### config.mk
export PLATFORM = sky130hd
export DESIGN_NAME = xmc_mode_ctrl
export DESIGN_NICKNAME = d
export VERILOG_FILES = /design/src/rtl/xmc_pkg.sv /design/src/rtl/xmc_sync.sv /design/src/rtl/xmc_dwell.sv /design/src/rtl/xmc_fsm.sv /design/src/rtl/xmc_outdec.sv /design/src/rtl/xmc_mode_ctrl.sv
export SDC_FILE = /design/constraint.sdc
export NUM_CORES = 1
export LEC_CHECK = 0
export ABC_AREA = 1
export BUFFER_PORTS_ARGS = -buffer_cell sky130_fd_sc_hd__buf_2
export CAP_MARGIN = 0
export CORE_MARGIN = 2
export CORE_UTILIZATION = 30
export DETAILED_ROUTE_END_ITERATION = 6
export REMOVE_ABC_BUFFERS = 1
export SYNTH_ARGS = -nofsm -noshare
export SYNTH_HDL_FRONTEND = slang
export SYNTH_SLANG_ARGS = --single-unit
### constraint.sdc
create_clock -name clk -period 1.2 [get_ports clk]
set_input_delay 0.12 -clock clk [delete_from_list [all_inputs] [get_ports clk]]
set_output_delay 0.12 -clock clk [all_outputs]
set_load 0.01 [all_outputs]
### src/rtl/xmc_pkg.sv
package xmc_pkg;
  typedef enum logic [1:0] {
    MODE_SLEEP   = 2'b00,
    MODE_STANDBY = 2'b01,
    MODE_NORMAL  = 2'b10
  } mode_e;

  typedef enum logic [1:0] {
    RXM_RELEASE = 2'b00,
    RXM_MIRROR  = 2'b01,
    RXM_LOW     = 2'b10
  } rxm_e;
endpackage

### src/rtl/xmc_sync.sv
module xmc_sync #(
  parameter int STAGES = 2
) (
  input  logic clk,
  input  logic rst_n,
  input  logic d_i,
  output logic q_o
);
  logic [STAGES-1:0] chain;

  genvar g;
  generate
    for (g = 0; g < STAGES; g++) begin : g_stage
      always_ff @(posedge clk or negedge rst_n) begin
        if (!rst_n) chain[g] <= 1'b0;
        else if (g == 0) chain[g] <= d_i;
        else chain[g] <= chain[(g == 0) ? 0 : g-1];
      end
    end
  endgenerate

  assign q_o = chain[STAGES-1];
endmodule

### src/rtl/xmc_dwell.sv
module xmc_dwell #(
  parameter int DLY = 250
) (
  input  logic clk,
  input  logic rst_n,
  input  logic arm_i,
  output logic done_o
);
  localparam int CW = (DLY < 2) ? 1 : $clog2(DLY);
  localparam logic [CW-1:0] LAST = CW'(DLY - 1);

  logic [CW-1:0] cnt;

  assign done_o = arm_i && (cnt == LAST);

  always_ff @(posedge clk or negedge rst_n) begin
    if (!rst_n) cnt <= '0;
    else if (!arm_i || done_o) cnt <= '0;
    else cnt <= cnt + 1'b1;
  end
endmodule

### src/rtl/xmc_fsm.sv
module xmc_fsm
  import xmc_pkg::*;
(
  input  logic  clk,
  input  logic  rst_n,
  input  logic  en_s_i,
  input  logic  wake_bus_i,
  input  logic  wake_local_i,
  input  logic  dwell_done_i,
  output logic  dwell_arm_o,
  output mode_e mode_o,
  output logic  src_local_o
);
  mode_e mode_q, mode_d;
  logic  src_q, src_d;

  always_comb begin
    mode_d = mode_q;
    src_d  = 1'b0;
    unique case (mode_q)
      MODE_SLEEP: begin
        if (wake_bus_i || wake_local_i || en_s_i) begin
          mode_d = MODE_STANDBY;
          src_d  = wake_local_i;
        end
      end
      MODE_STANDBY: begin
        if (dwell_done_i) mode_d = MODE_NORMAL;
        else src_d = src_q || wake_local_i;
      end
      MODE_NORMAL: begin
        if (dwell_done_i) mode_d = MODE_SLEEP;
      end
      default: mode_d = MODE_SLEEP;
    endcase
  end

  always_comb begin
    unique case (mode_q)
      MODE_STANDBY: dwell_arm_o = en_s_i;
      MODE_NORMAL:  dwell_arm_o = !en_s_i;
      default:      dwell_arm_o = 1'b0;
    endcase
  end

  always_ff @(posedge clk or negedge rst_n) begin
    if (!rst_n) begin
      mode_q <= MODE_SLEEP;
      src_q  <= 1'b0;
    end else begin
      mode_q <= mode_d;
      src_q  <= src_d;
    end
  end

  assign mode_o      = mode_q;
  assign src_local_o = src_q;
endmodule

### src/rtl/xmc_outdec.sv
module xmc_outdec
  import xmc_pkg::*;
(
  input  mode_e      mode_i,
  input  logic       src_local_i,
  output logic       inh_en_o,
  output logic [1:0] rx_mode_o,
  output logic       tx_path_en_o,
  output logic       tx_src_pd_o
);
  always_comb begin
    inh_en_o     = 1'b0;
    rx_mode_o    = RXM_RELEASE;
    tx_path_en_o = 1'b0;
    tx_src_pd_o  = 1'b0;
    unique case (mode_i)
      MODE_STANDBY: begin
        inh_en_o    = 1'b1;
        rx_mode_o   = RXM_LOW;
        tx_src_pd_o = src_local_i;
      end
      MODE_NORMAL: begin
        inh_en_o     = 1'b1;
        rx_mode_o    = RXM_MIRROR;
        tx_path_en_o = 1'b1;
      end
      default: ;
    endcase
  end
endmodule

### src/rtl/xmc_mode_ctrl.sv
module xmc_mode_ctrl
  import xmc_pkg::*;
#(
  parameter int MODE_DLY_CYC = 250,
  parameter int SYNC_STAGES  = 2
) (
  input  logic       clk,
  input  logic       rst_n,
  input  logic       en_async_i,
  input  logic       wake_bus_i,
  input  logic       wake_local_i,
  output logic       inh_en_o,
  output logic [1:0] rx_mode_o,
  output logic       tx_path_en_o,
  output logic       tx_src_pd_o,
  output logic [1:0] mode_o
);
  logic  en_s;
  logic  arm, done, src_local;
  mode_e mode;

  xmc_sync #(.STAGES(SYNC_STAGES)) u_sync (
    .clk(clk), .rst_n(rst_n), .d_i(en_async_i), .q_o(en_s)
  );

  xmc_dwell #(.DLY(MODE_DLY_CYC)) u_dwell (
    .clk(clk), .rst_n(rst_n), .arm_i(arm), .done_o(done)
  );

  xmc_fsm u_fsm (
    .clk(clk), .rst_n(rst_n), .en_s_i(en_s),
    .wake_bus_i(wake_bus_i), .wake_local_i(wake_local_i),
    .dwell_done_i(done), .dwell_arm_o(arm),
    .mode_o(mode), .src_local_o(src_local)
  );

  xmc_outdec u_dec (
    .mode_i(mode), .src_local_i(src_local),
    .inh_en_o(inh_en_o), .rx_mode_o(rx_mode_o),
    .tx_path_en_o(tx_path_en_o), .tx_src_pd_o(tx_src_pd_o)
  );

  assign mode_o = mode;
endmodule

[Word level (Yosys, flattened, before mapping)]
Cells that the tools add are included.
Storage, ports and cells
  register bits: 13
  output and inout bits: 7
  logic and storage cells: 35
Operators by class
  $add $sub $neg: 1
  equal/unequal tests: 6
  mux-type cells: 13
  reduce and logical (&&, ||, !) cells: 10
Operator list (count)
  $add A8 B1 Y8 const B: 1
  $eq A8 B8 Y1 const B: 1
  $mux W8: 1
  $mux W2: 3
  $pmux W2 S3: 1
  $mux W1: 5
  $logic_or A1 B1 Y1: 4
  $ne A2 B2 Y1 const B: 2
  $pmux W1 S2: 2
  $pmux W2 S2: 1
  $reduce_and A3 Y1: 1
  $eq A2 B1 Y1 const B: 1
  $eq A2 B2 Y1 const B: 1
  $logic_not A1 Y1: 2
  $logic_not A2 Y1: 1
  $ne A2 B1 Y1 const B: 1
  $reduce_or A2 Y1: 1
  $logic_and A1 B1 Y1: 1

[Depth between registers and ports, before layout]
Gate-level depths: netlist of the first run.
  word-level depth: 5
  mapped depth: 9
  mapped depth without buffers: 9

[Cells and area by module]
From an unflattened synthesis of the first run, not the netlist that was laid out.
Unflattened totals
  cell total of the unflattened synthesis: 87
  area, all modules: 709.4 um^2
By module, submodules not included
  xmc_dwell: instances 1, cells an instance 52, area each 430.4 um^2
  xmc_fsm: instances 1, cells an instance 24, area each 165.2 um^2
  xmc_outdec: instances 1, cells an instance 9, area each 63.8 um^2
  xmc_sync: instances 1, cells an instance 2, area each 50.0 um^2

[Worst setup path before layout of the first run]
OpenSTA, ideal clock, no wires.
  kind: reg-to-reg
  start point: reg u_fsm.mode_q[0] (netlist: u_fsm.mode_o[0])
  end point: reg u_fsm.mode_q[0] (netlist: u_fsm.mode_o[0])
  setup time: 0.117 ns
  arrival time: 1.271 ns
  required time: 1.083 ns
  slack: -0.188 ns
  stages on the path, launching flop included: 8
  buffers on the path: 0
  path through: dfrtp_1 > inv_1 > ha_1 > or2_2 > nand2_2 > nand2_2 > nand2_1 > nand2_1
Between the ends
  longest elaborated chain between the ends: 5
  elaborated cells between the ends (all ways): 10
Ends and longest elaborated chain
  from (decl): line xmc_fsm.sv:14  | mode_e mode_q, mode_d;
  from (signal assigned): line xmc_fsm.sv:51  | mode_q <= mode_d;
  $eq A2 B2 Y1 / $eq A2 B1 Y1 (equally long branches): line xmc_fsm.sv:20, xmc_fsm.sv:39
  $pmux W1 S2: line xmc_fsm.sv:39  | unique case (mode_q)
  $logic_and A1 B1 Y1: line xmc_dwell.sv:14  | assign done_o = arm_i && (cnt == LAST);
  $ne A2 B2 Y1 (no source line)
  $reduce_and A3 Y1 (no source line)
Several ways; a longest one is shown, not always the timed one.
A chain may end at the register's enable or synchronous reset.

[Final worst setup path of the first run]
  start point: reg u_fsm.mode_q[0] (netlist: u_fsm.mode_o[0])
  end point: out inh_en_o
Between the ends
  longest elaborated chain between the ends: 3
  elaborated cells between the ends (all ways): 4
Ends and longest elaborated chain
  $eq A2 B2 Y1 / $eq A2 B1 Y1 (equally long branches): line xmc_outdec.sv:16  | unique case (mode_i)
  $reduce_or A2 Y1 (no source line) (*)
  $mux W1 (*): line xmc_outdec.sv:16
  to (decl): line xmc_mode_ctrl.sv:12  | output logic inh_en_o,
Every way passes the cells marked *; elsewhere a longest branch is shown, timed or not.

==> results_tabular.tex, run 1 <==
\begin{tabular}{lr}
\hline
Metric & Value \\
\hline
\multicolumn{2}{l}{\textbf{Run status}} \\
\quad Status & finished with violations \\
\quad Violations in the final reports & setup timing \\
\multicolumn{2}{l}{\textbf{Route}} \\
\quad Number of iterations in the first detailed-routing pass & 2 \\
\quad Wire length after detailed routing & about 1500 um \\
\quad Via total after detailed routing & between 600 and 700 \\
\quad Number of violations reported at the end of detailed-routing iteration 0 & 1 \\
\quad Routed length per instance & 11.0 um \\
\quad DR vias/cell & 4.30 \\
\quad DRC errors left & 0 \\
\quad Antenna-violating nets left & 0 \\
\multicolumn{2}{l}{\textbf{Yosys}} \\
\quad Sequential fraction of the synthesis area & between 40\% and 50\% \\
\quad Number of warning messages in the yosys log & 0 \\
\quad Cell variety after synth & 19 \\
\quad Flop and latch count out of synthesis & 13 \\
\quad Average cell area after synthesis & about 8.8 um\^{}2 \\
\quad Summed instance area of the synthesized netlist & a little under 700 um\^{}2 \\
\quad Synth Instances & between 70 and 80 \\
\multicolumn{2}{l}{\textbf{Final layout}} \\
\quad Ratio of cells with drive above 1 in the final layout & 60.7\% \\
\quad Final layout net count & 124 \\
\quad Area of all placed cells without fillers & 0.00115 mm\^{}2 \\
\quad Layout Area Growth over Synthesis & 66.4\% \\
\quad Fillcell total & 183 \\
\quad Number of antenna repair diodes & 0 \\
\multicolumn{2}{l}{\textbf{Timing}} \\
\quad Highest achievable clock rate & 0.745 GHz \\
\quad Final hold violations & 0 \\
\quad Fin worst setup slack & -142 ps \\
\quad Relative max-transition margin & 80.6\% \\
\quad Fin. max-slew vios & 0 \\
\quad Unrepaired setup endpoints after global routing & yes \\
\quad Final total negative setup slack & -1030 ps \\
\quad Setup violation total in the final timing report & 13 \\
\quad Fin Clk Skew & 6.06 ps \\
\quad Worst-margin pin slew & roughly 290 ps \\
\quad Fraction of the cycle the final worst path needs & 112\% \\
\quad Min Hold Slack & 121 ps \\
\quad Final min period & between 1000 and 1500 ps \\
\multicolumn{2}{l}{\textbf{Setup path}} \\
\quad Crit path arrival time & 1220 ps \\
\quad Worst setup startpoint & u\_fsm.mode\_o[0] \\
\quad Startpoint-to-endpoint class of the critical path & flop to primary output \\
\quad Most frequent cell on the critical path & sky130\_fd\_sc\_hd\_\_buf\_6 \\
\quad Worst endpoint required time & 1080 ps \\
\quad Worst-path maximum fanout & 3 \\
\quad Depth of the most critical reg-to-reg path & 9 \\
\quad End of the critical path & inh\_en\_o \\
\quad Capturing element type of the critical path & primary output \\
\quad Max stage delay on crit path & between 400 and 500 ps \\
\quad RR Endpoint & u\_fsm.mode\_o[1] \\
\quad Critical path startpoint category & flop \\
\quad Total stage count of the critical path & 4 \\
\quad Register-to-register setup slack & -120 ps \\
\quad Category of cells accounting for the largest share of critical-path delay & flip-flops \\
\quad Worst path bufs/invs & 3 \\
\quad CP cell instances & inv\_2 -> buf\_6 -> ha\_4 -> buf\_6 \\
\quad Cell type of the slowest stage on the worst timing path & sky130\_fd\_sc\_hd\_\_dfrtp\_2 \\
\quad Source of the worst register-to-register timing path & u\_fsm.mode\_o[0] \\
\multicolumn{2}{l}{\textbf{Clock network}} \\
\quad Clock tree from TritonCTS & yes \\
\quad Max clock buf depth & 2 \\
\quad Level count of the clock H-tree & 1 \\
\quad Worst-path clk slew & 70 ps \\
\quad Buffer type at the clock tree root & sky130\_fd\_sc\_hd\_\_clkbuf\_4 \\
\quad Clk sink count & 13 \\
\quad Skew-Pair Late Insertion Delay & 280 ps \\
\quad Number of buffers created by CTS & 3 \\
\multicolumn{2}{l}{\textbf{Floorplanning}} \\
\quad Vertical die dimension & 52.1 um \\
\quad Count of standard-cell rows & 17 \\
\quad X dimension of the die & $\sim$52 um \\
\quad Top-level I/O count & 12 \\
\quad Starting density of the core & 31.6\% \\
\quad Die area & around 0.0027 mm\^{}2 \\
\quad Area of the core region & 0.00219 mm\^{}2 \\
\multicolumn{2}{l}{\textbf{Global route}} \\
\quad Antenna violations before repair & 0 \\
\quad Number of global-route vias before repair & 553 \\
\quad Pin count of the biggest net entering global routing & 14 \\
\quad Gr ovfl total & 0 \\
\quad Global-route usage over all layers & 11.7\% \\
\quad First-pass GRT wire length & around 2300 um \\
\multicolumn{2}{l}{\textbf{Hold path}} \\
\quad Hold Path Class & primary input to flop \\
\quad Worst min-delay path startpoint & wake\_local\_i \\
\multicolumn{2}{l}{\textbf{Place}} \\
\quad Global placer's final weighted congestion & 0.762 \\
\quad Dpl hpwl & 950 um \\
\quad Place WS & -128 ps \\
\quad I/O Buffers & 11 \\
\quad Total placed instance area & 821 um\^{}2 \\
\multicolumn{2}{l}{\textbf{Power and ir drop}} \\
\quad Worst vdd rail ir drop & 1.28 mV \\
\quad Static leakage & 0.519 nW \\
\quad Ratio of total power to cell area & 1950 mW/mm\^{}2 \\
\quad Overall power after layout & 2.25 mW \\
\multicolumn{2}{l}{\textbf{Job}} \\
\quad Maximum capacitance violations & 0 \\
\hline
\end{tabular}
==> where the power goes <==
group	total, mW	internal [mW]	switching, mW	leakage [nW]
Clock	0.275	0.129	0.145	0.0150
Combinational	1.39	0.791	0.594	0.333
Sequential	0.590	0.514	0.0756	0.171
Total	2.25	1.43	0.815	0.519
==> cells by family (layout without fill, tap and decap cells) <==
family                   count (synthesis)  count (layout)  share of synthesized area, %
adder cells (fa/ha/maj)                  6               6                          10.8
flip-flops                              13              13                          46.9
buffers and inverters                   10              43                          6.50
AO/OA/AOI/OAI                            2               2                          1.44
AND/OR/NAND/NOR                         46              46                          31.8
XOR/XNOR                                 2               2                          2.53
==> cell usage after synthesis (all sizes together) <==
cell type,n,area share [%]
nor3b,1,1.1
dfrtp,13,47
ha,6,11
a21oi,2,1.4
or2,1,0.90
nand4,1,0.90
xor2,1,1.3
buf,2,2.2
nand2,22,14
xnor2,1,1.3
inv,8,4.3
nor3,3,2.2
nor2,12,7.9
nand3,6,5.1
==> what timing repair did <==
item | in CTS | in global routing
setup endpoints to repair | 15 | 16
hold endpoints to repair | 14 | 0
resized for setup | 22 | 27
hold buffers | 2 | 0
pin swaps | 3 | 11
cloned | 0 | 0
buffers inserted | 4 | 7
==> per-layer routing <==
metal,up-vias,global-route usage (%),part of all wire (%)
li1,314,-,-
met3,4,0.862,1.2
met5,-,0,0
met1,278,14.1,46
met2,6,18.4,49
met4,0,10.5,3.4
==> sequential cells by signal, summed over array words and instances, names as in the netlist <==
register,cells
u_dwell.cnt,8
u_sync.chain,1
u_fsm.mode_o,2
u_fsm.src_local_o,1
u_sync.q_o,1
==> cell type report <==
| class | count | area [um^2] | share of cell area, % |
|---|---|---|---|
| clock buffers | 4 | 26.3 | 2.28 |
| inverters | 8 | 30.0 | 2.60 |
| multi-input cells | 56 | 458 | 39.7 |
| flip-flops and latches | 13 | 327 | 28.3 |
| well taps | 28 | 35.0 | 3.04 |
| repair buffers | 31 | 278 | 24.1 |
==> cell usage in the layout (no fill, tap or decap) <==
master and n:
sky130_fd_sc_hd__nand2_2 10, sky130_fd_sc_hd__xnor2_1 1, sky130_fd_sc_hd__ha_1 1, sky130_fd_sc_hd__dlygate4sd3_1 2
sky130_fd_sc_hd__nor3b_2 1, sky130_fd_sc_hd__a21oi_2 1, sky130_fd_sc_hd__nand4_1 1, sky130_fd_sc_hd__buf_4 10
sky130_fd_sc_hd__nand2_8 1, sky130_fd_sc_hd__clkbuf_1 1, sky130_fd_sc_hd__nor3_2 1, sky130_fd_sc_hd__nor2_2 3
sky130_fd_sc_hd__ha_2 2, sky130_fd_sc_hd__clkbuf_4 3, sky130_fd_sc_hd__buf_2 5, sky130_fd_sc_hd__a21oi_1 1
sky130_fd_sc_hd__nand2_1 10, sky130_fd_sc_hd__xor2_1 1, sky130_fd_sc_hd__or2_4 1, sky130_fd_sc_hd__dfrtp_1 12
sky130_fd_sc_hd__nand2_4 1, sky130_fd_sc_hd__ha_4 3, sky130_fd_sc_hd__nor2_1 7, sky130_fd_sc_hd__inv_2 5
sky130_fd_sc_hd__buf_6 14, sky130_fd_sc_hd__nor2_4 2, sky130_fd_sc_hd__inv_1 3, sky130_fd_sc_hd__nor3_4 2
sky130_fd_sc_hd__nand3_2 2, sky130_fd_sc_hd__nand3_1 4, sky130_fd_sc_hd__dfrtp_2 1
==> tightest hold or removal path, delay by kind of cell <==
family                 cells  cell delay, ps
AOI/OAI and AO/OA          1              60
buffers and inverters      1             110
and+or+nand+nor            1              70
==> worst min path at each step <==
stage	endpoint	slack (ps)	cells after the start
floorplan	u_dwell.cnt[0]	-180	0
global placement	u_dwell.cnt[4]	20	1
detailed placement	u_dwell.cnt[4]	20	1
CTS	u_fsm.src_local_o	90	3
global route	u_fsm.src_local_o	130	3
finish	u_fsm.src_local_o	120	3
==> per-stage QoR <==
stage          instances  util [%]
6_report             140      52.7
5_1_grt              140      52.7
4_1_cts              133      45.0
3_5_place_dp         123      37.5
3_3_place_gp         123      37.5
2_1_floorplan         77         -
(Power assumes the default switching activity.)
==> inputs of run 2 (changes only) <==
--- a/config.mk
+++ b/config.mk
@@ -11,6 +11,7 @@
 export CORE_MARGIN = 2
 export CORE_UTILIZATION = 30
 export DETAILED_ROUTE_END_ITERATION = 6
+export PLACE_DENSITY_LB_ADDON = 0.12
 export REMOVE_ABC_BUFFERS = 1
 export SYNTH_ARGS = -nofsm -noshare
 export SYNTH_HDL_FRONTEND = slang
==> run 2 against run 1 <==
The run still ends with setup timing left. Setup slack got worse by 22 ps. Non-clock buffer count fell by 4. Clock-buffer cell count did not move. Die area did not move. Maximum frequency fell by 1.6%. Sequential power rose by 4.1%. Clock power barely moved. Via count rose by 0.33%. Design area rose by 0.87%. First-iteration DRC count rose by 100%. Hold slack got worse by 18 ps.
==> results_tabular.tex, run 2 (same netlist as run 1, synthesis figures left out) <==
\begin{tabular}{lr}
\hline
Metric & Value \\
\hline
\multicolumn{2}{l}{\textbf{Run status}} \\
\quad Status & finished with violations \\
\quad Violations in the final reports & setup timing \\
\multicolumn{2}{l}{\textbf{Final layout}} \\
\quad Most common cell after layout, fill and taps aside & sky130\_fd\_sc\_hd\_\_buf\_6 \\
\quad Final layout net count & 120 (-3.2\%) \\
\quad Area of all placed cells without fillers & 0.00116 mm\^{}2 (+0.87\%) \\
\quad Top register by number of flip-flops & u\_dwell.cnt \\
\quad Flip-flop count of the largest register, all copies and words added & 8 (unchanged) \\
\quad Fillcell total & 208 (+14\%) \\
\quad Final cell count without fillers & 136 (-2.9\%) \\
\quad Number of antenna repair diodes & 0 (unchanged) \\
\quad Multi-input combinational cell area & 505 um\^{}2 (+10\%) \\
\quad Reg area & 328 um\^{}2 (+0.38\%) \\
\quad Final standard cell utilization of the core & 53.1\% (+0.46 points) \\
\quad Layout Area Growth over Synthesis & 67.9\% \\
\quad Most frequent cells in the layout & sky130\_fd\_sc\_hd\_\_buf\_6, sky130\_fd\_sc\_hd\_\_dfrtp\_1, sky130\_fd\_sc\_hd\_\_nand2\_1 \\
\quad Ratio of cells with drive above 1 in the final layout & 63.0\% (+2.2 points) \\
\multicolumn{2}{l}{\textbf{Clock network}} \\
\quad Buffer type at the clock tree root & sky130\_fd\_sc\_hd\_\_clkbuf\_4 \\
\quad Clk sink count & 13 (unchanged) \\
\quad Max clock buf depth & 2 (unchanged) \\
\quad Worst-path clk slew & 80 ps (about the same) \\
\quad Level count of the clock H-tree & 1 (unchanged) \\
\quad Skew-Pair Late Insertion Delay & 270 ps (about the same) \\
\quad Clock tree from TritonCTS & yes \\
\quad Number of buffers created by CTS & 3 (unchanged) \\
\multicolumn{2}{l}{\textbf{Place}} \\
\quad I/O Buffers & 11 (unchanged) \\
\quad Instance count after placement with tap cells included & 122 (-0.81\%) \\
\quad Dpl hpwl & 1010 um (+6.2\%) \\
\quad Global placer's final weighted congestion & 0.795 (+4.4\%) \\
\quad Total placed instance area & 813 um\^{}2 (-0.91\%) \\
\quad Place WS & -135 ps (-6.35 ps) \\
\multicolumn{2}{l}{\textbf{Setup path}} \\
\quad Cell type of the slowest stage on the worst timing path & sky130\_fd\_sc\_hd\_\_dfrtp\_2 \\
\quad Source of the worst register-to-register timing path & u\_fsm.mode\_o[0] \\
\quad CP cell instances & inv\_2 -> buf\_6 -> ha\_4 -> buf\_6 \\
\quad Category of cells accounting for the largest share of critical-path delay & flip-flops \\
\quad Startpoint-to-endpoint class of the critical path & flop to primary output \\
\quad Worst-path maximum fanout & 4 (+1) \\
\quad Most frequent cell on the critical path & sky130\_fd\_sc\_hd\_\_buf\_6 \\
\quad Critical path startpoint category & flop \\
\quad Capturing element type of the critical path & primary output \\
\quad Max stage delay on crit path & 420 ps (-20 ps) \\
\quad Worst path bufs/invs & 3 (unchanged) \\
\quad Worst setup startpoint & u\_fsm.mode\_o[0] \\
\quad Total stage count of the critical path & 4 (unchanged) \\
\quad Depth of the most critical reg-to-reg path & 9 (unchanged) \\
\quad Worst endpoint required time & 1080 ps (about the same) \\
\quad Crit path arrival time & 1240 ps (+20 ps) \\
\multicolumn{2}{l}{\textbf{Timing}} \\
\quad Fraction of the cycle the final worst path needs & 114\% (+1.8 points) \\
\quad Fin Clk Skew & 4.02 ps (-2.05 ps) \\
\quad Relative max-transition margin & 79.6\% (-1.0 points) \\
\quad Fin worst setup slack & -164 ps (-21.5 ps) \\
\quad Min Hold Slack & 103 ps (-17.9 ps) \\
\quad Final total negative setup slack & -993 ps (+37.5 ps) \\
\quad Worst-margin pin slew & 306 ps (+15.7 ps) \\
\quad Highest achievable clock rate & 0.733 GHz (-1.6\%) \\
\quad Fin. max-slew vios & 0 (unchanged) \\
\quad Final hold violations & 0 (unchanged) \\
\quad Final min period & 1360 ps (+21.5 ps) \\
\quad Setup violation total in the final timing report & 11 (-2) \\
\quad Unrepaired setup endpoints after global routing & yes \\
\multicolumn{2}{l}{\textbf{Power and ir drop}} \\
\quad Overall power after layout & 2.14 mW (-4.8\%) \\
\quad Sequential fraction of design power & 28.7\% (+2.5 points) \\
\quad Share of total power in the clock network & 12.9\% (+0.7 points) \\
\quad Worst vdd rail ir drop & 1.11 mV (-13\%) \\
\quad Switching Fraction & 38.0\% (+1.8 points) \\
\quad Internal power & 1.33 mW (-7.4\%) \\
\quad Relative contribution of combinational cells to total power & 58.4\% (-3.2 points) \\
\quad Power spent charging and discharging nets & 0.815 mW (about the same) \\
\quad Ratio of total power to cell area & 1840 mW/mm\^{}2 (-5.6\%) \\
\quad Static leakage & 0.546 nW (+5.1\%) \\
\multicolumn{2}{l}{\textbf{Floorplanning}} \\
\quad X dimension of the die & 52.1 um (unchanged) \\
\quad Area of the core region & 0.00219 mm\^{}2 (unchanged) \\
\quad Die area & 0.00271 mm\^{}2 (unchanged) \\
\quad Top-level I/O count & 12 (unchanged) \\
\quad Count of standard-cell rows & 17 (unchanged) \\
\quad Starting density of the core & 31.6\% (unchanged) \\
\quad Vertical die dimension & 52.1 um (unchanged) \\
\multicolumn{2}{l}{\textbf{Global route}} \\
\quad Global-route usage over all layers & 12.7\% (+1.0 points) \\
\quad Pin count of the biggest net entering global routing & 14 (unchanged) \\
\quad Gr ovfl total & 0 (unchanged) \\
\quad First-pass GRT wire length & 2480 um (+9.8\%) \\
\quad Number of global-route vias before repair & 565 (+2.2\%) \\
\quad Antenna violations before repair & 0 (unchanged) \\
\multicolumn{2}{l}{\textbf{Route}} \\
\quad Wire length after detailed routing & 1620 um (+5.2\%) \\
\quad DRC errors left & 0 (unchanged) \\
\quad Routed length per instance & 11.9 um (+8.3\%) \\
\quad DR vias/cell & 4.44 (+3.3\%) \\
\quad Number of violations reported at the end of detailed-routing iteration 0 & 2 (+1) \\
\quad Number of iterations in the first detailed-routing pass & 4 (+2) \\
\quad Antenna-violating nets left & 0 (unchanged) \\
\quad Via total after detailed routing & 604 (+0.33\%) \\
\multicolumn{2}{l}{\textbf{Job}} \\
\quad Maximum capacitance violations & 0 (unchanged) \\
\multicolumn{2}{l}{\textbf{Hold path}} \\
\quad Hold Path Class & primary input to flop \\
\quad Worst Hold Depth & 3 (unchanged) \\
\quad Worst min-delay path startpoint & wake\_local\_i \\
\hline
\end{tabular}
[run 2: changes by cell type in the layout (fill, tap and decap cells not counted), sizes merged]
cell	delta
buf	-4
[run 2: area by class of cell]
class	count	area share, %
clock buffers	4	2.26
inverters	8	2.58
multi-input cells	56	43.4
flip-flops and latches	13	28.2
well taps	28	3.01
repair buffers	27	20.5
[run 2: worst paths after layout]
path,endpoint,slack (ps)
max reg2reg,u_fsm.mode_o[0],-120
max in group asynchronous,u_dwell.cnt[0],690
max,inh_en_o,-160
min,u_fsm.src_local_o,100
min in group asynchronous,u_dwell.cnt[7],260
min reg2reg,u_sync.q_o,370
[run 2: worst min-delay path: stages]
cell and delay, ps:
sky130_fd_sc_hd__buf_2 110, sky130_fd_sc_hd__nand2_1 70, sky130_fd_sc_hd__a21oi_2 50
[run 2: repair_timing]
item / CTS / global route
pin swaps: 8 / 14
gates cloned: 0 / 0
endpoints found under the hold margin: 14 / 0
hold buffers: 2 / 0
endpoints found under the setup margin: 15 / 17
buffers inserted: 4 / 5
resized for setup: 23 / 33
[run 2: metal layers]
layer / vias to the layer above / wire, um / share of wire [%] / GRT usage [%]
met3: 2 / 32 / 2.0 / 3.45
met4: 0 / 16 / 0.99 / 6.58
met2: 5 / 836 / 52 / 19.4
li1: 303 / - / - / -
met5: - / 0 / 0 / 0
met1: 294 / 736 / 45 / 16.2
[run 2: power by group through the flow]
| stage | registers, mW | clock network, mW | logic (mW) |
|---|---|---|---|
| finish | 0.614 | 0.276 | 1.25 |
| detailed placement | 0.590 | 0 | 0.701 |
| floorplan | 0.589 | 0 | 0.392 |
| global route | 0.627 | 0.316 | 1.34 |
| global placement | 0.584 | 0 | 0.704 |
| CTS | 0.577 | 0.293 | 0.994 |
==> inputs of run 3 (changes only) <==
--- a/config.mk
+++ b/config.mk
@@ -12,6 +12,7 @@
 export CORE_UTILIZATION = 30
 export DETAILED_ROUTE_END_ITERATION = 6
 export PLACE_DENSITY_LB_ADDON = 0.12
+export RECOVER_POWER = 100
 export REMOVE_ABC_BUFFERS = 1
 export SYNTH_ARGS = -nofsm -noshare
 export SYNTH_HDL_FRONTEND = slang
==> run 3 against run 2 <==
The flow still finishes with violations (setup timing). Utilization down 0.17 points. Maximum frequency unchanged. Register-to-register slack about the same. Sequential share of layout area up 0.091 points. Hold slack worse by 1.5 ps. Setup slack unchanged.
==> results_tabular.tex, run 3 (same netlist as run 1, synthesis figures left out) <==
\begin{tabular}{lr}
\hline
Metric & Value \\
\hline
\multicolumn{2}{l}{\textbf{Final layout}} \\
\quad Ratio of cells with drive above 1 in the final layout & 61.1\% (-1.9 points) \\
\quad Final layout net count & 120 (unchanged) \\
\quad Number of antenna repair diodes & 0 (unchanged) \\
\quad Most frequent cells in the layout & sky130\_fd\_sc\_hd\_\_buf\_6, sky130\_fd\_sc\_hd\_\_dfrtp\_1, sky130\_fd\_sc\_hd\_\_nand2\_1 \\
\quad Fillcell total & 209 (+0.48\%) \\
\quad Top register by number of flip-flops & u\_dwell.cnt \\
\quad Most common cell after layout, fill and taps aside & sky130\_fd\_sc\_hd\_\_buf\_6 \\
\quad Final standard cell utilization of the core & 52.9\% (-0.17 points) \\
\quad Area of all placed cells without fillers & 0.00116 mm\^{}2 (-0.32\%) \\
\quad Flip-flop count of the largest register, all copies and words added & 8 (unchanged) \\
\quad Layout Area Growth over Synthesis & 67.3\% \\
\quad Final cell count without fillers & 136 (unchanged) \\
\multicolumn{2}{l}{\textbf{Place}} \\
\quad Instance count after placement with tap cells included & 122 (unchanged) \\
\quad I/O Buffers & 11 (unchanged) \\
\quad Total placed instance area & 813 um\^{}2 (unchanged) \\
\quad Dpl hpwl & 1010 um (unchanged) \\
\quad Global placer's final weighted congestion & 0.795 (unchanged) \\
\quad Place WS & -135 ps (unchanged) \\
\multicolumn{2}{l}{\textbf{Floorplanning}} \\
\quad Vertical die dimension & 52.1 um (unchanged) \\
\quad Starting density of the core & 31.6\% (unchanged) \\
\quad Die area & 0.00271 mm\^{}2 (unchanged) \\
\quad X dimension of the die & 52.1 um (unchanged) \\
\quad Area of the core region & 0.00219 mm\^{}2 (unchanged) \\
\quad Count of standard-cell rows & 17 (unchanged) \\
\quad Top-level I/O count & 12 (unchanged) \\
\multicolumn{2}{l}{\textbf{Timing}} \\
\quad Final hold violations & 0 (unchanged) \\
\quad Fin. max-slew vios & 0 (unchanged) \\
\quad Fin Clk Skew & 4.07 ps (+0.0521 ps) \\
\quad Setup violation total in the final timing report & 10 (-1) \\
\quad Highest achievable clock rate & 0.733 GHz (unchanged) \\
\quad Fraction of the cycle the final worst path needs & 114\% (unchanged) \\
\quad Unrepaired setup endpoints after global routing & yes \\
\quad Worst-margin pin slew & 731 ps (+425 ps) \\
\quad Relative max-transition margin & 51.2\% (-28 points) \\
\quad Final total negative setup slack & -984 ps (+9.23 ps) \\
\quad Fin worst setup slack & -164 ps (unchanged) \\
\quad Min Hold Slack & 102 ps (-1.45 ps) \\
\quad Final min period & 1360 ps (unchanged) \\
\multicolumn{2}{l}{\textbf{Route}} \\
\quad DR vias/cell & 4.43 (-0.17\%) \\
\quad Wire length after detailed routing & 1620 um (-0.31\%) \\
\quad Routed length per instance & 11.9 um (-0.31\%) \\
\quad Via total after detailed routing & 603 (-0.17\%) \\
\quad Antenna-violating nets left & 0 (unchanged) \\
\quad Number of violations reported at the end of detailed-routing iteration 0 & 2 (unchanged) \\
\quad DRC errors left & 0 (unchanged) \\
\quad Number of iterations in the first detailed-routing pass & 4 (unchanged) \\
\multicolumn{2}{l}{\textbf{Clock network}} \\
\quad Level count of the clock H-tree & 1 (unchanged) \\
\quad Buffer type at the clock tree root & sky130\_fd\_sc\_hd\_\_clkbuf\_4 \\
\quad Worst-path clk slew & 80 ps (about the same) \\
\quad Max clock buf depth & 2 (unchanged) \\
\quad Skew-Pair Late Insertion Delay & 270 ps (about the same) \\
\quad Clock tree from TritonCTS & yes \\
\quad Number of buffers created by CTS & 3 (unchanged) \\
\quad Clk sink count & 13 (unchanged) \\
\multicolumn{2}{l}{\textbf{Setup path}} \\
\quad Crit path arrival time & 1240 ps (about the same) \\
\quad Capturing element type of the critical path & primary output \\
\quad Worst-path maximum fanout & 4 (unchanged) \\
\quad Startpoint-to-endpoint class of the critical path & flop to primary output \\
\quad Source of the worst register-to-register timing path & u\_fsm.mode\_o[0] \\
\quad Critical path startpoint category & flop \\
\quad Depth of the most critical reg-to-reg path & 9 (unchanged) \\
\quad Register-to-register setup slack & -120 ps (about the same) \\
\quad RR Endpoint & u\_fsm.mode\_o[0] \\
\quad Worst endpoint required time & 1080 ps (about the same) \\
\multicolumn{2}{l}{\textbf{Hold path}} \\
\quad Worst min-delay path startpoint & wake\_local\_i \\
\quad Worst Hold Depth & 3 (unchanged) \\
\quad Hold Path Class & primary input to flop \\
\quad Min-Delay Endpoint & u\_fsm.src\_local\_o \\
\multicolumn{2}{l}{\textbf{Power and ir drop}} \\
\quad Relative contribution of combinational cells to total power & 58.4\% (about the same) \\
\quad Power spent charging and discharging nets & 0.809 mW (-0.70\%) \\
\quad Sequential fraction of design power & 28.7\% (about the same) \\
\quad Share of total power in the clock network & 12.9\% (about the same) \\
\quad Overall power after layout & 2.13 mW (-0.39\%) \\
\quad Ratio of total power to cell area & 1840 mW/mm\^{}2 (about the same) \\
\quad Static leakage & 0.543 nW (-0.46\%) \\
\quad Switching Fraction & 37.9\% (-0.12 points) \\
\quad Internal power & 1.32 mW (-0.20\%) \\
\quad Worst vdd rail ir drop & 1.11 mV (about the same) \\
\multicolumn{2}{l}{\textbf{Global route}} \\
\quad Number of global-route vias before repair & 565 (unchanged) \\
\quad Pin count of the biggest net entering global routing & 14 (unchanged) \\
\quad Global-route usage over all layers & 12.7\% (unchanged) \\
\quad Gr ovfl total & 0 (unchanged) \\
\quad Antenna violations before repair & 0 (unchanged) \\
\quad First-pass GRT wire length & 2480 um (unchanged) \\
\multicolumn{2}{l}{\textbf{Job}} \\
\quad Maximum capacitance violations & 0 (unchanged) \\
\multicolumn{2}{l}{\textbf{Run status}} \\
\quad Status & finished with violations \\
\quad Violations in the final reports & setup timing \\
\hline
\end{tabular}
run 3: worst max path at each step:
stage	startpoint	endpoint	slack (ps)	depth (start not counted)
5_1_grt	u_fsm.mode_o[0]	inh_en_o	-200	4
3_3_place_gp	u_fsm.mode_o[1]	u_fsm.mode_o[0]	-130	7
3_5_place_dp	u_fsm.mode_o[1]	u_fsm.mode_o[0]	-130	7
2_1_floorplan	u_fsm.mode_o[0]	u_fsm.mode_o[0]	-230	7
4_1_cts	u_fsm.mode_o[1]	tx_src_pd_o	-170	6
6_report	u_fsm.mode_o[0]	inh_en_o	-160	4
run 3: layout make-up:
class	instances	area (um^2)	area share, %
inverters	8	30.0	2.59
clock buffers	4	26.3	2.27
repair buffers	27	238	20.5
well taps	28	35.0	3.02
multi-input cells	56	503	43.4
flip-flops and latches	13	328	28.3
run 3: power groups by stage:
stage               Sequential [mW]  Clock (mW)  Combinational [mW]
detailed placement            0.590           0               0.701
global placement              0.584           0               0.704
global route                  0.624       0.316                1.33
floorplan                     0.589           0               0.392
CTS                           0.577       0.293               0.994
finish                        0.612       0.276                1.25
run 3: layer usage:
metal / part of all wire, % / up-vias / global-route usage, %
met5: 0 / - / 0
met4: 0.99 / 0 / 6.58
met3: 2.0 / 2 / 3.45
met2: 52 / 5 / 19.4
met1: 45 / 293 / 16.2
li1: - / 303 / -
run 3: worst max-delay path, cell delays in order, from the launching register on:
cell                      delay, ps
sky130_fd_sc_hd__dfrtp_2        420
sky130_fd_sc_hd__inv_2           70
sky130_fd_sc_hd__buf_6          120
sky130_fd_sc_hd__ha_4           260
sky130_fd_sc_hd__buf_6           90
run 3: what timing repair did:
item	4_1_cts	5_1_grt
gates resized for setup	23	33
endpoints found under the hold margin	14	0
pin swaps	8	14
setup buffers	4	5
endpoints found under the setup margin	15	17
hold buffers	2	0
